### src/rtl/sb_pkg.sv
package sb_pkg;
    typedef enum logic [1:0] {
        SB_BYP  = 2'b00,
        SB_FWD  = 2'b01,
        SB_HOLD = 2'b10
    } sb_res_e;
endpackage

### src/rtl/sb_queue.sv
module sb_queue #(
    parameter int DEPTH = 8,
    parameter int AW    = 32,
    parameter int DW    = 32,
    parameter int IDX_W = $clog2(DEPTH),
    parameter int PTR_W = IDX_W + 1
) (
    input  logic                         clk,
    input  logic                         rst_n,
    input  logic                         alloc_valid,
    output logic                         alloc_ready,
    input  logic                         addr_wr_valid,
    input  logic [IDX_W-1:0]             addr_wr_tag,
    input  logic [AW-1:0]                addr_wr_addr,
    input  logic                         addr_wr_ofs_only,
    input  logic                         data_wr_valid,
    input  logic [IDX_W-1:0]             data_wr_tag,
    input  logic [DW-1:0]                data_wr_data,
    input  logic                         commit_valid,
    input  logic                         flush,
    input  logic                         dc_ready,
    output logic                         dc_valid,
    output logic [AW-1:0]                dc_addr,
    output logic [DW-1:0]                dc_data,
    output logic [PTR_W-1:0]             head_ptr,
    output logic [PTR_W-1:0]             cmt_ptr,
    output logic [PTR_W-1:0]             tail_ptr,
    output logic [DEPTH-1:0]             e_addr_ok,
    output logic [DEPTH-1:0]             e_ofs_only,
    output logic [DEPTH-1:0]             e_data_ok,
    output logic [DEPTH-1:0][AW-1:0]     e_addr,
    output logic [DEPTH-1:0][DW-1:0]     e_data
);
    typedef struct packed {
        logic [PTR_W-1:0]         head;
        logic [PTR_W-1:0]         cmt;
        logic [PTR_W-1:0]         tail;
        logic [DEPTH-1:0]         aok;
        logic [DEPTH-1:0]         ofs;
        logic [DEPTH-1:0]         dok;
        logic [DEPTH-1:0][AW-1:0] addr;
        logic [DEPTH-1:0][DW-1:0] data;
    } sq_state_t;

    sq_state_t st_q, st_d;

    logic [PTR_W-1:0] occ;
    logic [IDX_W-1:0] head_idx, tail_idx;
    logic             full, has_committed, drain_ok, drain_fire;

    assign occ           = st_q.tail - st_q.head;
    assign full          = (occ == PTR_W'(DEPTH));
    assign head_idx      = st_q.head[IDX_W-1:0];
    assign tail_idx      = st_q.tail[IDX_W-1:0];
    assign has_committed = (st_q.cmt != st_q.head);
    assign drain_ok      = has_committed && st_q.aok[head_idx] &&
                           !st_q.ofs[head_idx] && st_q.dok[head_idx];
    assign drain_fire    = drain_ok && dc_ready;

    always_comb begin
        st_d = st_q;
        if (addr_wr_valid) begin
            st_d.aok[addr_wr_tag]  = 1'b1;
            st_d.ofs[addr_wr_tag]  = addr_wr_ofs_only;
            st_d.addr[addr_wr_tag] = addr_wr_addr;
        end
        if (data_wr_valid) begin
            st_d.dok[data_wr_tag]  = 1'b1;
            st_d.data[data_wr_tag] = data_wr_data;
        end
        if (drain_fire) begin
            st_d.head = st_q.head + PTR_W'(1);
        end
        if (flush) begin
            st_d.tail = st_q.cmt;
        end else begin
            if (commit_valid && (st_q.cmt != st_q.tail)) begin
                st_d.cmt = st_q.cmt + PTR_W'(1);
            end
            if (alloc_valid && !full) begin
                st_d.aok[tail_idx] = 1'b0;
                st_d.ofs[tail_idx] = 1'b0;
                st_d.dok[tail_idx] = 1'b0;
                st_d.tail          = st_q.tail + PTR_W'(1);
            end
        end
    end

    always_ff @(posedge clk) begin
        if (!rst_n) begin
            st_q <= '0;
        end else begin
            st_q <= st_d;
        end
    end

    assign alloc_ready = !full;
    assign dc_valid    = drain_ok;
    assign dc_addr     = st_q.addr[head_idx];
    assign dc_data     = st_q.data[head_idx];
    assign head_ptr    = st_q.head;
    assign cmt_ptr     = st_q.cmt;
    assign tail_ptr    = st_q.tail;
    assign e_addr_ok   = st_q.aok;
    assign e_ofs_only  = st_q.ofs;
    assign e_data_ok   = st_q.dok;
    assign e_addr      = st_q.addr;
    assign e_data      = st_q.data;
endmodule

### src/rtl/sb_lookup.sv
module sb_lookup
    import sb_pkg::*;
#(
    parameter int DEPTH = 8,
    parameter int AW    = 32,
    parameter int DW    = 32,
    parameter int OFS_W = 12,
    parameter int IDX_W = $clog2(DEPTH),
    parameter int PTR_W = IDX_W + 1
) (
    input  logic [PTR_W-1:0]         head_ptr,
    input  logic [PTR_W-1:0]         tail_ptr,
    input  logic [DEPTH-1:0]         e_addr_ok,
    input  logic [DEPTH-1:0]         e_ofs_only,
    input  logic [DEPTH-1:0]         e_data_ok,
    input  logic [DEPTH-1:0][AW-1:0] e_addr,
    input  logic [DEPTH-1:0][DW-1:0] e_data,
    input  logic [AW-1:0]            ld_addr,
    input  logic [PTR_W-1:0]         ld_age,
    output sb_res_e                  ld_res,
    output logic [DW-1:0]            ld_data
);
    logic [PTR_W-1:0] occ, span;
    logic [IDX_W-1:0] idx, hit_idx;
    logic             unresolved, hit, match;

    always_comb begin
        occ  = tail_ptr - head_ptr;
        span = ld_age - head_ptr;
        if (span > occ) span = occ;
        unresolved = 1'b0;
        hit        = 1'b0;
        hit_idx    = '0;
        idx        = '0;
        match      = 1'b0;
        // scan oldest to youngest; the last match is the youngest older store
        for (int k = 0; k < DEPTH; k++) begin
            idx = head_ptr[IDX_W-1:0] + IDX_W'(k);
            if (PTR_W'(k) < span) begin
                if (!e_addr_ok[idx]) begin
                    unresolved = 1'b1;
                end else begin
                    if (e_ofs_only[idx]) begin
                        match = (e_addr[idx][OFS_W-1:0] == ld_addr[OFS_W-1:0]);
                    end else begin
                        match = (e_addr[idx] == ld_addr);
                    end
                    if (match) begin
                        hit     = 1'b1;
                        hit_idx = idx;
                    end
                end
            end
        end
        ld_data = '0;
        if (unresolved) begin
            ld_res = SB_HOLD;
        end else if (hit) begin
            if (e_ofs_only[hit_idx] || !e_data_ok[hit_idx]) begin
                ld_res = SB_HOLD;
            end else begin
                ld_res  = SB_FWD;
                ld_data = e_data[hit_idx];
            end
        end else begin
            ld_res = SB_BYP;
        end
    end
endmodule

### src/rtl/sb_store_buffer.sv
module sb_store_buffer
    import sb_pkg::*;
#(
    parameter int DEPTH = 8,
    parameter int AW    = 32,
    parameter int DW    = 32,
    parameter int OFS_W = 12,
    parameter int IDX_W = $clog2(DEPTH),
    parameter int PTR_W = IDX_W + 1
) (
    input  logic             clk,
    input  logic             rst_n,
    input  logic             alloc_valid,
    output logic             alloc_ready,
    output logic [PTR_W-1:0] alloc_tag,
    input  logic             addr_wr_valid,
    input  logic [IDX_W-1:0] addr_wr_tag,
    input  logic [AW-1:0]    addr_wr_addr,
    input  logic             addr_wr_ofs_only,
    input  logic             data_wr_valid,
    input  logic [IDX_W-1:0] data_wr_tag,
    input  logic [DW-1:0]    data_wr_data,
    input  logic             commit_valid,
    input  logic             flush,
    input  logic             ld_valid,
    input  logic [AW-1:0]    ld_addr,
    input  logic [PTR_W-1:0] ld_age,
    output logic [1:0]       ld_res,
    output logic [DW-1:0]    ld_data,
    output logic             ld_cache_req,
    output logic             dc_valid,
    input  logic             dc_ready,
    output logic [AW-1:0]    dc_addr,
    output logic [DW-1:0]    dc_data
);
    logic [PTR_W-1:0]         head_ptr, cmt_ptr, tail_ptr;
    logic [DEPTH-1:0]         e_addr_ok, e_ofs_only, e_data_ok;
    logic [DEPTH-1:0][AW-1:0] e_addr;
    logic [DEPTH-1:0][DW-1:0] e_data;
    sb_res_e                  res;

    sb_queue #(.DEPTH(DEPTH), .AW(AW), .DW(DW)) i_queue (
        .clk              (clk),
        .rst_n            (rst_n),
        .alloc_valid      (alloc_valid),
        .alloc_ready      (alloc_ready),
        .addr_wr_valid    (addr_wr_valid),
        .addr_wr_tag      (addr_wr_tag),
        .addr_wr_addr     (addr_wr_addr),
        .addr_wr_ofs_only (addr_wr_ofs_only),
        .data_wr_valid    (data_wr_valid),
        .data_wr_tag      (data_wr_tag),
        .data_wr_data     (data_wr_data),
        .commit_valid     (commit_valid),
        .flush            (flush),
        .dc_ready         (dc_ready),
        .dc_valid         (dc_valid),
        .dc_addr          (dc_addr),
        .dc_data          (dc_data),
        .head_ptr         (head_ptr),
        .cmt_ptr          (cmt_ptr),
        .tail_ptr         (tail_ptr),
        .e_addr_ok        (e_addr_ok),
        .e_ofs_only       (e_ofs_only),
        .e_data_ok        (e_data_ok),
        .e_addr           (e_addr),
        .e_data           (e_data)
    );

    sb_lookup #(.DEPTH(DEPTH), .AW(AW), .DW(DW), .OFS_W(OFS_W)) i_lookup (
        .head_ptr   (head_ptr),
        .tail_ptr   (tail_ptr),
        .e_addr_ok  (e_addr_ok),
        .e_ofs_only (e_ofs_only),
        .e_data_ok  (e_data_ok),
        .e_addr     (e_addr),
        .e_data     (e_data),
        .ld_addr    (ld_addr),
        .ld_age     (ld_age),
        .ld_res     (res),
        .ld_data    (ld_data)
    );

    assign alloc_tag    = tail_ptr;
    assign ld_res       = res;
    assign ld_cache_req = ld_valid && (res == SB_BYP);
endmodule

### config.mk
export PLATFORM = sky130hd
export DESIGN_NAME = sb_store_buffer
export DESIGN_NICKNAME = d
export VERILOG_FILES = /design/src/rtl/sb_pkg.sv /design/src/rtl/sb_queue.sv /design/src/rtl/sb_lookup.sv /design/src/rtl/sb_store_buffer.sv
export SDC_FILE = /design/constraint.sdc
export NUM_CORES = 2
export LEC_CHECK = 0
export CORE_UTILIZATION = 35
export DETAILED_ROUTE_END_ITERATION = 12
export DONT_BUFFER_PORTS = 1
export GPL_ROUTABILITY_DRIVEN = 1
export PLACE_DENSITY = 0.63
export SLEW_MARGIN = 0
export SYNTH_ARGS = -nofsm -noshare
export SYNTH_HDL_FRONTEND = slang
export SYNTH_SLANG_ARGS = --single-unit
### constraint.sdc
create_clock -name clk -period 7.55 [get_ports clk]
set_input_delay 1.51 -clock clk [delete_from_list [all_inputs] [get_ports clk]]
set_output_delay 1.51 -clock clk [all_outputs]
set_load 0.01 [all_outputs]
==> run metrics <==
routability cong.=0.960; GRT overflow=0; Post-Syn Nets=5160; final hold vios=0; Worst Hold Path Cells=2; share of cells above drive strength 1=approximately a quarter; Final Power=7270 uW; CP Class=primary input to primary output; final slew viol count=0; Horiz. Die Dim=358 um; Layout area overhead=18.9%; io pins=221; Iter 0 DRT Violations=5107; RR Startpoint=i_queue.head_ptr[0]; clock buffer depth=3; sequential area share after synthesis=between 20% and 30%; DP Wirelength=107 mm; fill count=12.1k; die area=128000 sq um; Post-synth EDFFs=0; Syn Std Cell Area=between 40000 and 50000 sq um; Clock Pin Slew Worst Setup and Hold Paths=0.06 ns; Lkg Pwr=around 0.016 uW; wire length of the first global-routing pass=258 mm; worst reg2reg path depth=11; reg2reg setup slack=between 3 and 4 ns; hold crit path type=flip-flop to flip-flop; Clock Root Buffer=clkbuf_16; commonest register cell after synthesis=dfxtp_1; initial antenna violation count=2; fin crit period=7.72 ns; Crit Reg-Reg Endpoint=i_queue.head_ptr[3]; Post-synth top cells=nand2_1 (1381), dfxtp_1 (548), a21boi_0 (512); most common cell in the netlist=nand2_1; Cell Area, Placed=46900 sq um; Final setup viols=32; hold wc startpoint=i_queue.e_data_ok[2]; Starting Density=35.3%; Die Ht=358 um; dominant cells by area after synthesis=dfxtp_1 (25%), mux4_2 (19%), nand2_1 (12%); post-route design area=52800 sq um; CP endpoint kind=primary output; final worst slack=-0.174 ns; largest net degree at the start of global routing=533; vias in the first global route=38.5k; drt first pass iters=6; CTS tree=built; synthesized flop and latch total=548; Routed Antenna Nets=0; std cell rows=130; Worst slew margin=24.8%; Core Area=126000 sq um; CTS sink count=between 500 and 600; Max VDD drop=0.162 mV; vias per inst=6.18; DRC viols=0; CP Max Fanout=6; Final period util=102%; Setup crit start kind=primary input; worst-margin pin slew=1.13 ns; status=finished, violations left; FFs w/ async S/R, synth=0%; Final Net Count=about 5.1k; cells after synthesis=a little over 5k; Hold Path Sink=i_queue.e_data_ok[2]; Max-Cap Viols=0; H-tree Lvls=3; syn avg cell area=8.84 sq um; violated checks=negative setup slack; DRT Wirelength=176 mm; RSZ-0062 raised after global routing=yes; Setup Skew=0.0156 ns; TNS Setup=-2.76 ns; Highest Clock Rate=0.129 GHz; Synth area leader=dfxtp_1; pwr/cell area=138 nW/um^2; top cell type's share of synthesized area=24.7%; WP data required=6.04 ns; cts bufs inserted=70; DR vias=slightly above 40k; synth unique cells=85; gr usage total=26.4%; synth warn=0; I/O Buffers=0; DR WL/cell=approximately 26 um; clk_lat worst skew=0.68 ns; crit path DAT=6.21 ns
registers in the layout, indices dropped and copies added (netlist names):
register / count
i_queue.e_ofs_only: 8
i_queue.e_addr_ok: 8
i_queue.tail_ptr: 4
i_queue.e_data: 256
i_queue.cmt_ptr: 4
i_queue.e_addr: 256
i_queue.e_data_ok: 8
i_queue.head_ptr: 4
metal layers:
metal	global-route usage [%]	share of wire (%)
met4	10.3	4.4
met1	35.3	39
met3	7.02	12
met2	40.5	45
met5	0	0.0051
cell type report:
type                    instances  area (sq um)  share of cell area, %
flip-flops and latches        548         11000                   20.8
diodes                          2          5.00                0.00948
well taps                    1650          2060                   3.91
clock inverters                22           263                  0.498
multi-input cells            3938         32800                   62.1
repair buffers                379          4460                   8.45
clock buffers                 105          2040                   3.87
inverters                      36           174                  0.329
kinds of logic (layout without fill, tap and decap cells):
logic type	after synthesis	after routing	share of synthesized area [%]
xor gates and xnor gates	286	286	5.64
buffers and inverters	541	542	5.78
adders and majority gates	19	19	0.558
other	0	2	0
and+or+nand+nor	1858	1858	17.4
muxes	812	812	29.0
DFF	548	548	24.7
AOI/OAI and AO/OA	963	963	16.9
where the power goes:
group	switching (uW)	internal (uW)	leakage, uW	total [uW]
Clock	1480	1990	0.00113	3480
Combinational	405	347	0.0107	752
Sequential	90.6	2950	0.00444	3040
Total	1980	5290	0.0163	7270
placed cells by master (no fill, tap or decap), types with 18 or more instances in the layout:
cell	n
nand4_1	48
o21ai_0	31
o22ai_1	33
o221ai_2	27
buf_4	246
a21boi_0	512
o22a_1	65
a31oi_1	33
clkbuf_16	77
mux4_2	378
mux2_2	37
nand2_1	1372
clkbuf_1	19
xnor2_2	23
xnor2_1	175
buf_6	37
xor2_1	79
dfxtp_1	545
a2111oi_4	26
inv_1	26
o221ai_1	40
nor2b_1	18
buf_16	23
buf_12	47
nand3_1	45
mux2i_1	378
nor2_1	155
nor3_1	26
a21oi_1	27
nor4_1	18
worst max-delay path: stages:
cell and delay (ns):
clkinv_16 0.03, ha_4 0.12, inv_4 0.03, fa_2 0.37
xor2_4 0.18, ha_4 0.30, buf_6 0.09, nand4_1 0.20
buf_4 0.21, buf_4 0.14, nand2_2 0.12, a221oi_4 0.09
buf_6 0.15, nor4_2 0.30, nand4_1 0.25, o21ai_1 0.22
o21a_2 0.26, nor3_1 0.08, o21ai_1 0.23, nand4bb_4 0.15
a31o_4 0.34, buf_12 0.17, buf_12 0.13, a2111oi_4 0.36
buf_4 0.19
timing repair:
item | in CTS | in global routing
cloned | 20 | 8
pin swaps | 77 | 97
endpoints found under the setup margin | 34 | 34
resized for setup | 172 | 164
hold buffers | 0 | 0
buffers inserted | 75 | 35
per-stage QoR:
| stage | instances | worst slack (ns) | utilization (%) | hold slack, ns |
|---|---|---|---|---|
| 6_report | 6680 | -0.174 | 42.0 | 0.485 |
| 2_1_floorplan | 5027 | 0.0124 | - | 0.444 |
| 3_5_place_dp | 6415 | -0.398 | 37.3 | 0.471 |
| 5_1_grt | 6678 | -0.283 | 42.0 | 0.520 |
| 3_3_place_gp | 6415 | -0.378 | 37.3 | 0.459 |
| 4_1_cts | 6636 | -0.0258 | 40.9 | 0.485 |
worst max path at each step:
stage | startpoint | end | slack, ns | depth (start not counted)
floorplan | i_queue.head_ptr[0] | ld_data[16] | 0.01 | 28
global placement | ld_age[0] | ld_data[5] | -0.38 | 23
detailed placement | ld_age[0] | ld_data[6] | -0.40 | 22
CTS | ld_age[0] | ld_data[4] | -0.03 | 25
global route | ld_age[0] | ld_data[19] | -0.28 | 26
finish | ld_age[0] | ld_data[30] | -0.17 | 25
Note: power is estimated with default switching activity, not from simulation.
